File: src/rtl/hdx_pkg.sv
package hdx_pkg;

  typedef enum logic [1:0] {
    ST_IDLE    = 2'd0,
    ST_DEFER   = 2'd1,
    ST_TX      = 2'd2,
    ST_BACKOFF = 2'd3
  } tx_state_e;

  // number of random bits allowed by the back-off limit code
  function automatic int bo_width(input logic [1:0] code);
    case (code)
      2'b00:   return 10;
      2'b01:   return 8;
      2'b10:   return 4;
      default: return 1;
    endcase
  endfunction

endpackage

File: src/rtl/hdx_lfsr.sv
module hdx_lfsr #(
  parameter int          W     = 10,
  parameter logic [W-1:0] SEED = 10'h2A5,
  parameter int          TAP_A = 9,
  parameter int          TAP_B = 6
) (
  input  logic         clk,
  input  logic         rst,
  output logic [W-1:0] q
);
  logic fb;
  assign fb = q[TAP_A] ^ q[TAP_B];

  always_ff @(posedge clk) begin
    if (rst) q <= SEED;
    else     q <= {q[W-2:0], fb};
  end
endmodule

File: src/rtl/hdx_sat_cnt.sv
module hdx_sat_cnt #(
  parameter int LIMIT = 40
) (
  input  logic clk,
  input  logic rst,
  input  logic clr,
  input  logic inc,
  output logic over
);
  localparam int W = $clog2(LIMIT + 2);
  localparam logic [W-1:0] TOP = W'(LIMIT + 1);

  logic [W-1:0] cnt;

  always_ff @(posedge clk) begin
    if (rst || clr)          cnt <= '0;
    else if (inc && cnt != TOP) cnt <= cnt + 1'b1;
  end

  assign over = (cnt == TOP);
endmodule

File: src/rtl/hdx_backoff.sv
module hdx_backoff #(
  parameter int SLOT_BITS = 512,
  parameter int SW        = 10
) (
  input  logic          clk,
  input  logic          rst,
  input  logic          load,
  input  logic [SW-1:0] slots,
  input  logic          bit_tick,
  output logic          busy
);
  localparam int BW = (SLOT_BITS > 1) ? $clog2(SLOT_BITS) : 1;
  localparam logic [BW-1:0] LAST = BW'(SLOT_BITS - 1);

  logic [SW-1:0] slot_cnt;
  logic [BW-1:0] bit_cnt;

  always_ff @(posedge clk) begin
    if (rst) begin
      slot_cnt <= '0;
      bit_cnt  <= '0;
    end else if (load) begin
      slot_cnt <= slots;
      bit_cnt  <= '0;
    end else if (bit_tick && slot_cnt != '0) begin
      if (bit_cnt == LAST) begin
        bit_cnt  <= '0;
        slot_cnt <= slot_cnt - 1'b1;
      end else begin
        bit_cnt <= bit_cnt + 1'b1;
      end
    end
  end

  assign busy = (slot_cnt != '0);
endmodule

File: src/rtl/hdx_tx_retry_ctrl.sv
module hdx_tx_retry_ctrl
  import hdx_pkg::*;
#(
  parameter int SLOT_BITS   = 512,
  parameter int COLL_WIN    = 512,
  parameter int DEFER_LIMIT = 24288,
  parameter int MAX_RETRY   = 16
) (
  input  logic       clk,
  input  logic       rst,
  input  logic       frame_req,
  input  logic       carrier_sense,
  input  logic       collision,
  input  logic       bit_tick,
  input  logic       tx_done,
  input  logic       cfg_tx_en,
  input  logic       cfg_no_retry,
  input  logic       cfg_late_retry,
  input  logic       cfg_defer_chk,
  input  logic [1:0] cfg_bo_limit,
  output logic       tx_start,
  output logic       tx_abort,
  output logic       frame_drop,
  output logic       retry_err,
  output logic       defer_err
);
  localparam int RND_W = 10;
  localparam int RW    = $clog2(MAX_RETRY + 1);

  tx_state_e      state;
  logic [RW-1:0]  retry_cnt;
  logic [RND_W-1:0] rnd;
  logic [RND_W-1:0] rnd_mask;
  logic           accept, defer_over, late_col, bo_busy, bo_load;
  logic           drop_now, exhausted;

  hdx_lfsr #(.W(RND_W), .SEED(10'h2A5), .TAP_A(9), .TAP_B(6)) u_lfsr (
    .clk(clk), .rst(rst), .q(rnd)
  );

  assign accept = (state == ST_IDLE) && frame_req && cfg_tx_en;

  hdx_sat_cnt #(.LIMIT(DEFER_LIMIT)) u_defer (
    .clk (clk),
    .rst (rst),
    .clr (accept || (state == ST_TX && collision)),
    .inc ((state == ST_DEFER) && carrier_sense && bit_tick),
    .over(defer_over)
  );

  hdx_sat_cnt #(.LIMIT(COLL_WIN - 1)) u_window (
    .clk (clk),
    .rst (rst),
    .clr (state != ST_TX),
    .inc ((state == ST_TX) && bit_tick),
    .over(late_col)
  );

  // mask of random bits for the attempt about to be retried
  always_comb begin
    int k;
    k = int'(retry_cnt) + 1;
    if (k > bo_width(cfg_bo_limit)) k = bo_width(cfg_bo_limit);
    for (int i = 0; i < RND_W; i++) rnd_mask[i] = (i < k);
  end

  assign exhausted = (retry_cnt == RW'(MAX_RETRY));
  assign drop_now  = cfg_no_retry || (late_col && !cfg_late_retry) || exhausted;
  assign bo_load   = (state == ST_TX) && collision && !drop_now;

  hdx_backoff #(.SLOT_BITS(SLOT_BITS), .SW(RND_W)) u_backoff (
    .clk     (clk),
    .rst     (rst),
    .load    (bo_load),
    .slots   (rnd & rnd_mask),
    .bit_tick(bit_tick),
    .busy    (bo_busy)
  );

  always_ff @(posedge clk) begin
    if (rst) begin
      state      <= ST_IDLE;
      retry_cnt  <= '0;
      tx_start   <= 1'b0;
      tx_abort   <= 1'b0;
      frame_drop <= 1'b0;
      retry_err  <= 1'b0;
      defer_err  <= 1'b0;
    end else begin
      tx_start   <= 1'b0;
      tx_abort   <= 1'b0;
      frame_drop <= 1'b0;
      case (state)
        ST_IDLE: begin
          if (accept) begin
            retry_cnt <= '0;
            state     <= ST_DEFER;
          end
        end
        ST_DEFER: begin
          if (cfg_defer_chk && defer_over) begin
            tx_abort   <= 1'b1;
            frame_drop <= 1'b1;
            defer_err  <= 1'b1;
            state      <= ST_IDLE;
          end else if (!carrier_sense && cfg_tx_en) begin
            tx_start  <= 1'b1;
            retry_err <= 1'b0;
            defer_err <= 1'b0;
            state     <= ST_TX;
          end
        end
        ST_TX: begin
          if (collision) begin
            tx_abort <= 1'b1;
            if (drop_now) begin
              frame_drop <= 1'b1;
              if (!cfg_no_retry && exhausted && !(late_col && !cfg_late_retry))
                retry_err <= 1'b1;
              state <= ST_IDLE;
            end else begin
              retry_cnt <= retry_cnt + 1'b1;
              state     <= ST_BACKOFF;
            end
          end else if (tx_done) begin
            state <= ST_IDLE;
          end
        end
        ST_BACKOFF: begin
          if (!bo_busy) state <= ST_DEFER;
        end
        default: state <= ST_IDLE;
      endcase
    end
  end
endmodule

File: config.mk
export PLATFORM = sky130hd
export DESIGN_NAME = hdx_tx_retry_ctrl
export DESIGN_NICKNAME = d
export VERILOG_FILES = /design/src/rtl/hdx_pkg.sv /design/src/rtl/hdx_lfsr.sv /design/src/rtl/hdx_sat_cnt.sv /design/src/rtl/hdx_backoff.sv /design/src/rtl/hdx_tx_retry_ctrl.sv
export SDC_FILE = /design/constraint.sdc
export NUM_CORES = 1
export LEC_CHECK = 0
export ABC_AREA = 0
export BUFFER_PORTS_ARGS = -buffer_cell sky130_fd_sc_hd__buf_2
export CAP_MARGIN = 10
export CORE_MARGIN = 4
export CORE_UTILIZATION = 50
export CTS_CLUSTER_DIAMETER = 120
export DETAILED_ROUTE_END_ITERATION = 7
export PLACE_DENSITY_LB_ADDON = 0.25
export SLEW_MARGIN = 30
export SYNTH_ARGS = -nofsm -noshare
export SYNTH_HDL_FRONTEND = slang
export SYNTH_SLANG_ARGS = --single-unit
File: constraint.sdc
create_clock -name clk -period 8 [get_ports clk]
set_clock_uncertainty 0.15 [all_clocks]
set_input_delay 0.8 -clock clk [delete_from_list [all_inputs] [get_ports clk]]
set_output_delay 0.8 -clock clk [all_outputs]
set_load 0.01 [all_outputs]
==> impl_results.md <==
* Standby leakage power at 0.001480 uW
* Max clock buf depth at 2
* Number of antenna violations at the first check in global routing at 0
* Data required time at the worst endpoint at 8.08 ns
* Int Power at 518.7 uW
* Post-synth EDFFs at 0
* Sequential-to-total area share from yosys stat at 37.78%
* CP Launch Type: register
* Transition at the pin with the smallest max-transition slack at 0.6609 ns
* Row cnt at 30
* Count of routing violations after the opening detailed-route iteration at 171
* Top flip-flop cell by instance count after synthesis: sky130_fd_sc_hd__dfxtp_1
* Routed wire length at 6988 um
* Setup violators final at 0
* Post-synthesis instance area at 3497 um^2
* Count of antenna diodes in the layout at 0
* TritonCTS clock tree: built
* Slowest stage delay, CP at 0.52 ns
* Number of placed cells counting well taps at 512
* Die outline height at 91.63 um
* Final-layout fill cell count at 608
* Power per unit of standard cell area at 178.1 nW/um^2
* Most frequent cell on the critical path: sky130_fd_sc_hd__ha_1
* Leading cell types in the layout, fill and taps excluded: sky130_fd_sc_hd__dfxtp_1 (66), sky130_fd_sc_hd__nor2_1 (60), sky130_fd_sc_hd__nand2_1 (35), sky130_fd_sc_hd__xor2_1 (23)
* Synthesis warning total at 0
* Fraction of registers with async set or reset after synthesis at 0%
* Commonest non-fill, non-tap cell in the layout: sky130_fd_sc_hd__dfxtp_1
* Die area at 8396 um^2
* Number of buffers inserted for hold repair after clock tree synthesis at 0
* Max Transition Viols Final at 0
* Initial Util at 51.47%
* Endpoint arrival time on the critical path at 3.11 ns
* Total of cells resized after clock tree synthesis at 0
* Sinks on Clock Net at 66
* Synth Net Count at 439
* Setup CP Type: register to register
* Congestion Overflow GR at 0
* Min-Delay Path Class: register to register
* Vias after detailed routing at 2874
* Worst hold slack at 0.3075 ns
* Instance area after placement at 3660 um^2
* Number of CTS-inserted buffers at 9
* Wirelength per Cell at 13.23 um
* Comb power frac at 8.7%
* Syn Inst Count at 410
* Library cells used by synthesis at 56
* Number of vias per cell after detailed routing at 5.443
* Area of the core region at 6794 um^2
* Synthesized area divided by synthesized cell count at 8.530 um^2
* Post-synthesis sequential element count at 66
* Final cycle utilization of the critical path at 37.79%
* Count of buffers inserted at the top-level ports at 17
* Worst ir drop on vdd at 0.00009091 V
* Final Instance Count excl. Fillers at 528
* Number of search-and-repair iterations in the first detailed-routing pass at 4
* Fraction of final layout cells sized beyond drive strength 1 at 9.722%
* Estimated wirelength of the detail-placed design at 5159 um
* Wire length of the first global-routing pass at 12120 um
* Final cell area excluding filler cells at 3865 um^2
* Critical path peak fanout at 9
* Area delta synth->final at 10.52%
* NetSw at 169.5 uW
* I/O pin cnt at 18
* Unrepaired setup endpoints after global routing: false
* MaxCap Viol Count at 0
* Final RePlAce weighted congestion at 0.8733
* Cells along the critical path: inv_1 -> ha_1 -> ha_1 -> nand2b_1 -> a32oi_1 -> o31ai_1 -> nand2_1 -> o311a_1 -> a22o_1
* Switching part of the total power at 24.63%
* Total power at 688.3 uW
* Maximum number of pins on one net before global-route repair at 24
* Root buffer cell: sky130_fd_sc_hd__clkbuf_8
* CTS H-Tree Depth at 3
* Achievable frequency at 330.8 MHz
* Vias in the first global route at 2679
* Width of the chip at 91.63 um
* ANT nets after route at 0
* Global-route total usage across every layer at 17.71%
* Clock-pin slew of the registers on the worst-case setup and hold paths at 0.07 ns
* Sequential share of power at 49.4%
* Cell at the slowest stage of the critical path: sky130_fd_sc_hd__dfxtp_1
* Insertion delay of the later-clocked pin in the worst-skew pair at 0.34 ns
* Summed negative setup slack over all endpoints at 0 ns
* Slew Limit Headroom at 55.79%
* Result of the run: finished, final reports clean
* Clock period minus worst slack at 3.023 ns
* Relative contribution of the clock network to total power at 41.9%
* Post-CTS repair timing setup buffer count at 0
* Number of hold-slack violations in the final timing report at 0
* Nets at 456
* DRC violations left at 0
* Endpoint kind of the worst setup timing path: register
-- cells in the mapped netlist (2+ instances only) --
cell,n,area (um^2)
sky130_fd_sc_hd__nand3_1,17,85.08
sky130_fd_sc_hd__inv_1,15,56.30
sky130_fd_sc_hd__nand4_1,11,68.82
sky130_fd_sc_hd__and2_1,11,68.82
sky130_fd_sc_hd__nand3b_1,2,15.01
sky130_fd_sc_hd__xnor2_1,16,140.1
sky130_fd_sc_hd__nor4b_1,5,43.79
sky130_fd_sc_hd__o31a_1,2,17.52
sky130_fd_sc_hd__o41a_1,2,22.52
sky130_fd_sc_hd__nor2_1,60,225.2
sky130_fd_sc_hd__a211oi_1,6,45.04
sky130_fd_sc_hd__nor2b_1,10,62.56
sky130_fd_sc_hd__o21ai_0,7,35.03
sky130_fd_sc_hd__nand2b_1,6,37.54
sky130_fd_sc_hd__mux2i_1,7,70.07
sky130_fd_sc_hd__or3_1,5,31.28
sky130_fd_sc_hd__o31ai_1,2,15.01
sky130_fd_sc_hd__clkbuf_1,10,37.54
sky130_fd_sc_hd__nor3_1,4,20.02
sky130_fd_sc_hd__o211ai_1,2,15.01
sky130_fd_sc_hd__xor2_1,23,201.4
sky130_fd_sc_hd__a21boi_1,2,15.01
sky130_fd_sc_hd__and3_1,5,31.28
sky130_fd_sc_hd__o311a_1,2,20.02
sky130_fd_sc_hd__and4_1,3,26.28
sky130_fd_sc_hd__or2_2,5,31.28
sky130_fd_sc_hd__o21a_1,2,15.01
sky130_fd_sc_hd__nand2_1,35,131.4
sky130_fd_sc_hd__o21ai_1,10,50.05
sky130_fd_sc_hd__ha_1,16,200.2
sky130_fd_sc_hd__o22ai_1,3,18.77
sky130_fd_sc_hd__nor4bb_1,2,20.02
sky130_fd_sc_hd__a21oi_1,14,70.07
sky130_fd_sc_hd__dfxtp_1,66,1321
-- per-layer routing --
layer / vias to the layer above / routed length, um / GRT usage [%]
met4: 0 / 121 / 7.161
met3: 11 / 337 / 4.102
met2: 60 / 3067 / 27.08
met1: 1329 / 3461 / 24.00
met5: - / 0 / 0
li1: 1474 / - / -
-- power by group through the flow --
stage / clock (uW) / sequential (uW) / combinational (uW)
final: 289 / 340 / 60.0
after global routing: 308 / 340 / 66.9
after CTS: 294 / 340 / 59.9
after detailed placement: 0 / 347 / 59.7
after global placement: 0 / 347 / 59.1
after floorplan: 0 / 346 / 45.0
-- cell families after synthesis --
kind of cell / synth area share [%]
simple gates: 27.37
flops: 37.78
compound gates: 14.20
mux: 2.326
buf+inv: 2.826
fa+ha+maj: 5.724
xor+xnor: 9.767
-- sequential cells by signal, summed over array words and instances, names as in the netlist, 2 cells and up --
signal,cells
retry_cnt,5
state,2
u_backoff.bit_cnt,9
u_backoff.slot_cnt,10
u_defer.cnt,15
u_lfsr.q,10
u_window.cnt,10
-- per-stage QoR --
step / setup slack [ns] / utilization, %
after floorplan: 5.299 / -
after global placement: 5.013 / 53.87
after detailed placement: 4.991 / 53.87
after CTS: 5.011 / 56.89
after global routing: 4.789 / 56.89
final: 4.977 / 56.89
-- cell type report --
type,count,area (um^2),area share [%]
Inverter,15,56.30,1.457
Clock inverter,4,50.05,1.295
Sequential cell,66,1321,34.19
Multi-Input combinational cell,318,2077,53.74
Clock buffer,12,155.1,4.014
Timing Repair Buffer,17,85.08,2.201
Tap cell,96,120.1,3.108
-- critical path: cells and delay by family (launching register included) --
| family | cells | cell delay, ns |
|---|---|---|
| AO/OA/AOI/OAI | 4 | 1.03 |
| flip-flops | 1 | 0.52 |
| adder cells (fa/ha/maj) | 2 | 0.76 |
| buffers and inverters | 1 | 0.12 |
| AND/OR/NAND/NOR | 2 | 0.33 |
-- path summary, 6_finish.rpt --
| check | depth (start not counted) | end | start | slack [ns] |
|---|---|---|---|---|
| worst max register to register | 9 | u_backoff.slot_cnt[4] | retry_cnt[0] | 4.98 |
| worst max-delay path | 9 | u_backoff.slot_cnt[4] | retry_cnt[0] | 4.98 |
| worst min register to register | 1 | u_lfsr.q[9] | u_lfsr.q[8] | 0.31 |
| worst min-delay path | 1 | u_lfsr.q[9] | u_lfsr.q[8] | 0.31 |
No activity file was read; power rests on OpenSTA's default activity.
